`config.mk`:
```
export PLATFORM = sky130hd
export DESIGN_NAME = burst_addr_gen
export DESIGN_NICKNAME = d
export VERILOG_FILES = /design/src/rtl/burst_addr_pkg.sv /design/src/rtl/burst_ctrl.sv /design/src/rtl/burst_datapath.sv /design/src/rtl/burst_addr_gen.sv
export SDC_FILE = /design/constraint.sdc
export NUM_CORES = 1
export LEC_CHECK = 0
export ABC_AREA = 0
export BUFFER_PORTS_ARGS = -buffer_cell sky130_fd_sc_hd__buf_2
export CAP_MARGIN = 20
export CORE_ASPECT_RATIO = 1.4
export CORE_MARGIN = 1
export CORE_UTILIZATION = 40
export CTS_CLUSTER_DIAMETER = 40
export DETAILED_ROUTE_END_ITERATION = 12
export GPL_ROUTABILITY_DRIVEN = 0
export PLACE_DENSITY = 0.79
export SYNTH_ARGS = -nofsm -noshare
export SYNTH_HDL_FRONTEND = slang
export SYNTH_SLANG_ARGS = --single-unit
```
`constraint.sdc`:
```
create_clock -name clk -period 1.8 [get_ports clk]
set_clock_uncertainty 0.1 [all_clocks]
set_input_delay 0.18 -clock clk [delete_from_list [all_inputs] [get_ports clk]]
set_output_delay 0.18 -clock clk [all_outputs]
set_load 0.01 [all_outputs]
```
`src/rtl/burst_addr_pkg.sv`:
```
package burst_addr_pkg;

  // Strobes from the control module to the address datapath
  typedef struct packed {
    logic load;   // capture a fresh external address, restart the beat count
    logic step;   // move to the next beat of the current burst
  } dpCtl_t;

endpackage

```
`src/rtl/burst_ctrl.sv`:
```
module burst_ctrl
  import burst_addr_pkg::*;
(
  input  logic   clk,
  input  logic   rstN,
  input  logic   enPrimary,
  input  logic   enSecondary,
  input  logic   hostStart,
  input  logic   ctrlStart,
  input  logic   beatAdvance,
  input  logic   writeReq,
  output dpCtl_t dpCtl,
  output logic   accessValid,
  output logic   accessWrite
);

  logic hostTake;
  logic ctrlTake;
  logic anyTake;
  logic selected;
  logic validQ;
  logic writeQ;

  // The host strobe counts only with the primary enable and wins over the controller strobe
  assign hostTake = hostStart & enPrimary;
  assign ctrlTake = ctrlStart & ~hostTake;
  assign anyTake  = hostTake | ctrlTake;
  assign selected = enPrimary & enSecondary;

  always_comb begin
    dpCtl      = '0;
    dpCtl.load = anyTake & selected;
    dpCtl.step = ~anyTake & beatAdvance & validQ;
  end

  always_ff @(posedge clk or negedge rstN) begin
    if (!rstN) begin
      validQ <= 1'b0;
      writeQ <= 1'b0;
    end else if (anyTake) begin
      validQ <= selected;
      writeQ <= selected & ctrlTake & writeReq;
    end
  end

  assign accessValid = validQ;
  assign accessWrite = writeQ;

endmodule

```
`src/rtl/burst_datapath.sv`:
```
module burst_datapath
  import burst_addr_pkg::*;
#(
  parameter int ADDR_W     = 18,
  parameter int BURST_BITS = 2
) (
  input  logic              clk,
  input  logic              rstN,
  input  dpCtl_t            dpCtl,
  input  logic              interleaveMode,
  input  logic [ADDR_W-1:0] extAddr,
  output logic [ADDR_W-1:0] beatAddr
);

  localparam int UPPER_W = ADDR_W - BURST_BITS;

  logic [ADDR_W-1:0]     curAddrQ;
  logic [BURST_BITS-1:0] startLowQ;
  logic [BURST_BITS-1:0] beatQ;
  logic [BURST_BITS-1:0] beatNext;
  logic [BURST_BITS-1:0] lowNext;

  assign beatNext = beatQ + 1'b1;

  // Beat order: modular sum for linear order, XOR for interleaved order
  always_comb begin
    if (interleaveMode) lowNext = startLowQ ^ beatNext;
    else                lowNext = startLowQ + beatNext;
  end

  always_ff @(posedge clk or negedge rstN) begin
    if (!rstN) begin
      curAddrQ  <= '0;
      startLowQ <= '0;
      beatQ     <= '0;
    end else if (dpCtl.load) begin
      curAddrQ  <= extAddr;
      startLowQ <= extAddr[BURST_BITS-1:0];
      beatQ     <= '0;
    end else if (dpCtl.step) begin
      curAddrQ  <= {curAddrQ[ADDR_W-1 -: UPPER_W], lowNext};
      beatQ     <= beatNext;
    end
  end

  assign beatAddr = curAddrQ;

endmodule

```
`src/rtl/burst_addr_gen.sv`:
```
module burst_addr_gen
  import burst_addr_pkg::*;
#(
  parameter int ADDR_W     = 18,
  parameter int BURST_BITS = 2
) (
  input  logic              clk,
  input  logic              rstN,
  input  logic [ADDR_W-1:0] extAddr,
  input  logic              enPrimary,
  input  logic              enSecondary,
  input  logic              hostStart,
  input  logic              ctrlStart,
  input  logic              beatAdvance,
  input  logic              interleaveMode,
  input  logic              writeReq,
  output logic [ADDR_W-1:0] beatAddr,
  output logic              accessValid,
  output logic              accessWrite
);

  dpCtl_t dpCtl;

  burst_ctrl u_ctrl (
    .clk         (clk),
    .rstN        (rstN),
    .enPrimary   (enPrimary),
    .enSecondary (enSecondary),
    .hostStart   (hostStart),
    .ctrlStart   (ctrlStart),
    .beatAdvance (beatAdvance),
    .writeReq    (writeReq),
    .dpCtl       (dpCtl),
    .accessValid (accessValid),
    .accessWrite (accessWrite)
  );

  burst_datapath #(
    .ADDR_W     (ADDR_W),
    .BURST_BITS (BURST_BITS)
  ) u_dp (
    .clk            (clk),
    .rstN           (rstN),
    .dpCtl          (dpCtl),
    .interleaveMode (interleaveMode),
    .extAddr        (extAddr),
    .beatAddr       (beatAddr)
  );

endmodule

```
==> reports/metrics.csv, run 1 <==
metric,value,unit
Rows,21,
antenna violations before repair,0,
Tightest Hold Check Type,input port to flip-flop,
Mapped Area,1025,µm²
critical path arrival,1.66,ns
total track usage,18.13,%
TritonCTS clock tree,done,
run status,completed,
post-DP HPWL,1536,µm
DR iter-0 viols,14,
io pins,47,
endpoint class of the critical path,flip-flop,
buffers plus inverters on the worst setup path,1,
Slew HR,54.96,%
largest net degree at the start of global routing,25,
Peak VDD IR,0.6601,mV
post-synthesis sequential area ratio,58.61,%
final core utilization,62.84,%
first drt pass iteration count,4,
initial core utilization,42.39,%
Post-Syn Nets,134,
synthesized area per cell,9.667,µm²
Storage cell area,600.6,µm²
ant diodes,0,
Pins Over Slew Limit,0,
crit path max fanout,4,
Final Cycle Share,87.58,%
Crit Path Category,flip-flop to flip-flop,
clock latency on the worst-skew pair,0.31,ns
# fillers,210,
number of global-route vias before repair,860,
Post-Synth XOR/XNOR Area,4.762,%
placed insts,183,
"Slowest-stage cell, CP",dfrtp_1,
wire per inst,11.11,µm
number of H-tree levels,1,
leak pwr,0.8404,nW
"Largest delay share family, worst path",flip-flops,
Clock Path Buffers,2,
global-route wire length before repair,3594,µm
Post CTS Setup Buffer Count,0,
Final Non-Filler Cells,206,
Congestion Overflow GR,0,
Worst Setup Start Kind,flip-flop,
Die X,44.78,µm
Netlist cell types,24,
post-synthesis compound-gate area fraction,5.250,%
TritonCTS Buffers,3,
Synth Area in Adders,1.221,%
fmax,0.6344,GHz
vias per inst,4.578,
yosys warns,0,
pwr dens,898.9,nW/µm²
nets,201,
DRT Wirelength,2288,µm
Mapped Cells,106,
Seq cells post-synth,24,
max incr delay on CP,0.44,ns
die height,61.89,µm
# setup viols final,0,
largest family of logic cells by synthesized area,simple AND/OR/NAND/NOR gates,
setup tns final,0,ns
Synth Area in Simple Gates,25.03,%
CTS sink count,24,
Hold WS,0.01779,ns
crit path time final,1.576,ns
multi-input logic area,391.6,µm²
"Hold Violations, Final",0,
crit path cell chain,inv_1 -> ha_1 -> nor2b_1 -> xnor3_1 -> mux2i_1 -> o21ai_1,
layout cell share with drive strength beyond 1,31.98,%
Area Overhead vs Synth,48.23,%
unrepaired setup endpoints after global routing,no,
number of port buffers,46,
DRC Markers,0,
clk slew on worst S/H paths,0.13,ns
via count,943,
Antenna Nets Post-Route,0,
worst endpoint required time,1.89,ns
Core ar.,2417,µm²
die area,2771,µm²
post-synthesis mux area share,1.954,%
Least-Margin Pin Slew,0.6756,ns
Max Cap Violations,0,
clock root buffer,clkbuf_4,
worst register-to-register path: cells and delay by family, from the launching register on:
| kind | cells | cell delay (ns) |
|---|---|---|
| AO/OA/AOI/OAI | 1 | 0.07 |
| XOR/XNOR | 1 | 0.32 |
| adder cells (fa/ha/maj) | 1 | 0.18 |
| buffers and inverters | 1 | 0.06 |
| flip-flops | 1 | 0.44 |
| multiplexers | 1 | 0.14 |
| AND/OR/NAND/NOR | 1 | 0.14 |
synthesized netlist by cell type:
| cell | number | share of area, % |
|---|---|---|
| o211ai_2 | 1 | 1.2 |
| buf_4 | 1 | 0.73 |
| buf_6 | 1 | 1.1 |
| nor2b_1 | 1 | 0.61 |
| o21ai_0 | 1 | 0.49 |
| nand2_2 | 1 | 0.61 |
| nand2_1 | 54 | 20 |
| nand4_1 | 2 | 1.2 |
| and3_1 | 1 | 0.61 |
| a21o_2 | 1 | 0.85 |
| ha_1 | 1 | 1.2 |
| inv_1 | 1 | 0.37 |
| nand2b_1 | 1 | 0.61 |
| dfrtp_1 | 24 | 59 |
| o21ai_1 | 2 | 0.98 |
| o211a_1 | 1 | 0.98 |
| buf_2 | 2 | 0.98 |
| xor2_1 | 1 | 0.85 |
| nor2_1 | 2 | 0.73 |
| xnor3_1 | 1 | 2.2 |
| xnor2_1 | 2 | 1.7 |
| mux2i_1 | 2 | 2.0 |
| nor2b_2 | 1 | 0.85 |
| a21o_1 | 1 | 0.73 |
metrics by stage:
stage / setup WS, ns / cell area (µm²) / total power, W
after detailed placement: 0.2394 / 1276 / 0.0009563
after floorplan: 0.3541 / 1025 / 0.0008219
after global routing: 0.1297 / 1519 / 0.001431
after global placement: 0.2971 / 1276 / 0.0009430
after CTS: 0.2232 / 1519 / 0.001375
final: 0.2236 / 1519 / 0.001365
layer usage:
layer	routed length, µm	share of wire (%)	track usage (%)
met1	948	41	20.75
met2	1241	54	32.14
met3	45	2.0	1.156
met4	53	2.3	12.55
met5	0	0	0
final timing paths:
check / start / endpoint / slack (ns) / depth (start not counted)
setup / recovery: u_dp.beatQ[0] / u_dp.beatAddr[1] / 0.22 / 6
hold / removal: enPrimary / u_ctrl.accessWrite / 0.02 / 2
setup reg to reg: u_dp.beatQ[0] / u_dp.beatAddr[1] / 0.22 / 6
hold reg to reg: u_dp.beatAddr[11] / u_dp.beatAddr[11] / 0.39 / 2
max in group asynchronous: rstN / u_dp.startLowQ[1] / 0.99 / 2
min in group asynchronous: rstN / u_dp.beatAddr[14] / 0.27 / 2
what timing repair did:
| action | CTS | global route |
|---|---|---|
| resized for setup | 0 | 0 |
| endpoints found under the hold margin | 44 | 0 |
| hold buffers | 19 | 0 |
cell usage in the layout, fill, tap and decap left out, drive strengths merged:
master,Yosys,final
dfrtp,24,24
nand2b,1,1
o211a,1,1
inv,1,1
nor2b,2,2
bufinv,0,1
nand4,2,2
nand2,55,55
ha,1,1
xnor3,1,1
and3,1,1
o211ai,1,1
o21ai,3,3
clkbuf,0,3
a21o,2,2
xnor2,2,2
nor2,2,2
xor2,1,1
mux2i,2,2
buf,4,47
dlygate4sd3,0,19
flip-flops by register name, indices dropped and copies added (netlist names):
signal / cells
u_dp.beatAddr: 18
u_dp.startLowQ: 2
u_ctrl.accessValid: 1
u_ctrl.accessWrite: 1
u_dp.beatQ: 2
cell families (layout without fill, tap and decap cells):
family | after synthesis | count (layout)
compound gates | 7 | 7
xor+xnor | 4 | 4
fa+ha+maj | 1 | 1
buf+inv | 5 | 71
flops | 24 | 24
mux | 2 | 2
simple gates | 63 | 63
final cells by class:
class / count / share of cell area [%]
clock inverters: 1 / 1.977
inverters: 1 / 0.2471
clock buffers: 3 / 1.483
multi-input cells: 77 / 25.78
well taps: 34 / 2.801
flip-flops and latches: 24 / 39.54
repair buffers: 66 / 28.17
where the power goes:
group / internal, W / total, W / switching (W)
registers: 0.000617 / 0.000661 / 0.0000434
clock network: 0.000225 / 0.000390 / 0.000165
logic: 0.000159 / 0.000315 / 0.000156
(Power assumes the default switching activity.)
==> inputs of run 2 (changes only) <==
- CAP_MARGIN: 20 -> not set
- CORE_ASPECT_RATIO: 1.4 -> 1.25
==> run 2 against run 1 <==
  * Sequential power hardly changed
  * Highest routed layer unchanged
  * Die area hardly changed
  * Total power hardly changed
  * Via count is 2.9% higher
  * Sequential share of layout area hardly changed
  * Utilization is 0.31 points lower
  * Critical path depth stayed put
  * Worst hold slack better by 0.028 ns
  * Non-clock buffer count stayed put
  * Largest cell class unchanged
  * Wire length is 9.8% higher
==> reports/metrics.csv, run 2 (same netlist as run 1, synthesis figures left out) <==
metric,value,unit
unrepaired setup endpoints after global routing,no,
"most common cell after layout, fill and taps aside",nand2_1,
leak pwr,0.8404,nW
nets,201,
Max Cap Violations,0,
Post CTS Setup Buffer Count,0,
vias per inst,4.732,
Clock Path Buffers,2,
largest net degree at the start of global routing,25,
die height,58.59,µm
pwr dens,900.2,nW/µm²
endpoint class of the critical path,flip-flop,
worst endpoint required time,1.88,ns
Largest register FFs,18,
ant diodes,0,
Tightest Hold Check Type,input port to flip-flop,
cts repair resizes,0,
setup tns final,0,ns
TritonCTS clock tree,done,
total track usage,21.37,%
critical path arrival,1.64,ns
run status,completed,
Slew HR,55.74,%
layout cell share with drive strength beyond 1,31.98,%
DRC Markers,0,
Rows,20,
post-DP HPWL,1559,µm
Core ar.,2427,µm²
number of port buffers,46,
Least-Margin Pin Slew,0.6638,ns
Worst Setup Start Kind,flip-flop,
Antenna Nets Post-Route,0,
clk slew on worst S/H paths,0.13,ns
antenna violations before repair,0,
Crit Path Category,flip-flop to flip-flop,
TritonCTS Buffers,3,
"Hold Violations, Final",0,
fmax,0.6412,GHz
Peak VDD IR,0.6526,mV
dpl ws,0.2477,ns
CTS sink count,24,
initial core utilization,42.22,%
die area,2770,µm²
DR iter-0 viols,17,
number of global-route vias before repair,997,
wire per inst,12.26,µm
number of H-tree levels,1,
global-route wire length before repair,4146,µm
Final Cycle Share,86.64,%
Final WS setup,0.2405,ns
clock root buffer,clkbuf_4,
crit path time final,1.560,ns
Congestion Overflow GR,0,
io pins,47,
Die X,47.27,µm
clock latency on the worst-skew pair,0.31,ns
most frequent cells in the layout,"nand2_1, buf_2, dfrtp_1, dlygate4sd3_1, clkbuf_4",
DRT Wirelength,2513,µm
# fillers,207,
via count,970,
crit path max fanout,4,
Area Overhead vs Synth,48.11,%
Pins Over Slew Limit,0,
# setup viols final,0,
first drt pass iteration count,4,
run 2: cell counts in the layout (fill, tap and decap cells not counted):
No cell type changed its count.
run 2: where the power goes:
| part | switching (W) | internal, W | total [W] |
|---|---|---|---|
| logic | 0.000159 | 0.000159 | 0.000318 |
| registers | 0.0000452 | 0.000617 | 0.000663 |
| clock network | 0.000161 | 0.000225 | 0.000386 |
run 2: metal layers:
metal | GRT usage (%) | share of wire [%]
met1 | 25.05 | 38
met2 | 36.01 | 56
met3 | 5.521 | 4.8
met4 | 8.571 | 1.6
met5 | 0 | 0
run 2: worst max-delay path, cell delays in order, from the launching register on:
cell and delay [ns]:
dfrtp_1 0.42, inv_1 0.06, ha_1 0.18, nor2b_1 0.14
xnor3_1 0.32, mux2i_1 0.14, o21ai_1 0.07
run 2: area by class of cell:
cell class | instances | area [µm²] | area share, %
clock buffers | 3 | 22.52 | 1.484
inverters | 1 | 3.754 | 0.2473
clock inverters | 1 | 30.03 | 1.979
repair buffers | 66 | 427.9 | 28.19
flip-flops and latches | 24 | 600.6 | 39.57
multi-input cells | 77 | 391.6 | 25.80
well taps | 33 | 41.29 | 2.721
run 2: final timing paths:
path                             startpoint            endpoint  slack, ns  cells after the start
setup / recovery              u_dp.beatQ[0]    u_dp.beatAddr[1]       0.24                      6
hold / removal                    enPrimary  u_ctrl.accessWrite       0.05                      2
setup reg to reg              u_dp.beatQ[0]    u_dp.beatAddr[1]       0.24                      6
hold reg to reg            u_dp.beatAddr[3]    u_dp.beatAddr[3]       0.38                      2
max in group asynchronous              rstN    u_dp.beatAddr[0]       0.99                      2
min in group asynchronous              rstN   u_dp.beatAddr[12]       0.26                      2
run 2: timing repair:
item | in CTS | in global routing
hold buffers | 19 | 0
endpoints found under the hold margin | 44 | 0
setup endpoints to repair | 0 | 0
run 2: metrics by stage:
| stage | util, % | hold WS [ns] | cell area (µm²) | std cells | total power, W |
|---|---|---|---|---|---|
| after floorplan | - | -0.2156 | 1025 | 106 | 0.0008219 |
| after global placement | 52.53 | 0.08003 | 1275 | 182 | 0.0009419 |
| after detailed placement | 52.53 | 0.08493 | 1275 | 182 | 0.0009559 |
| after CTS | 62.53 | 0.04623 | 1518 | 205 | 0.001369 |
| after global routing | 62.53 | 0.06202 | 1518 | 205 | 0.001441 |
| final | 62.53 | 0.04615 | 1518 | 205 | 0.001366 |
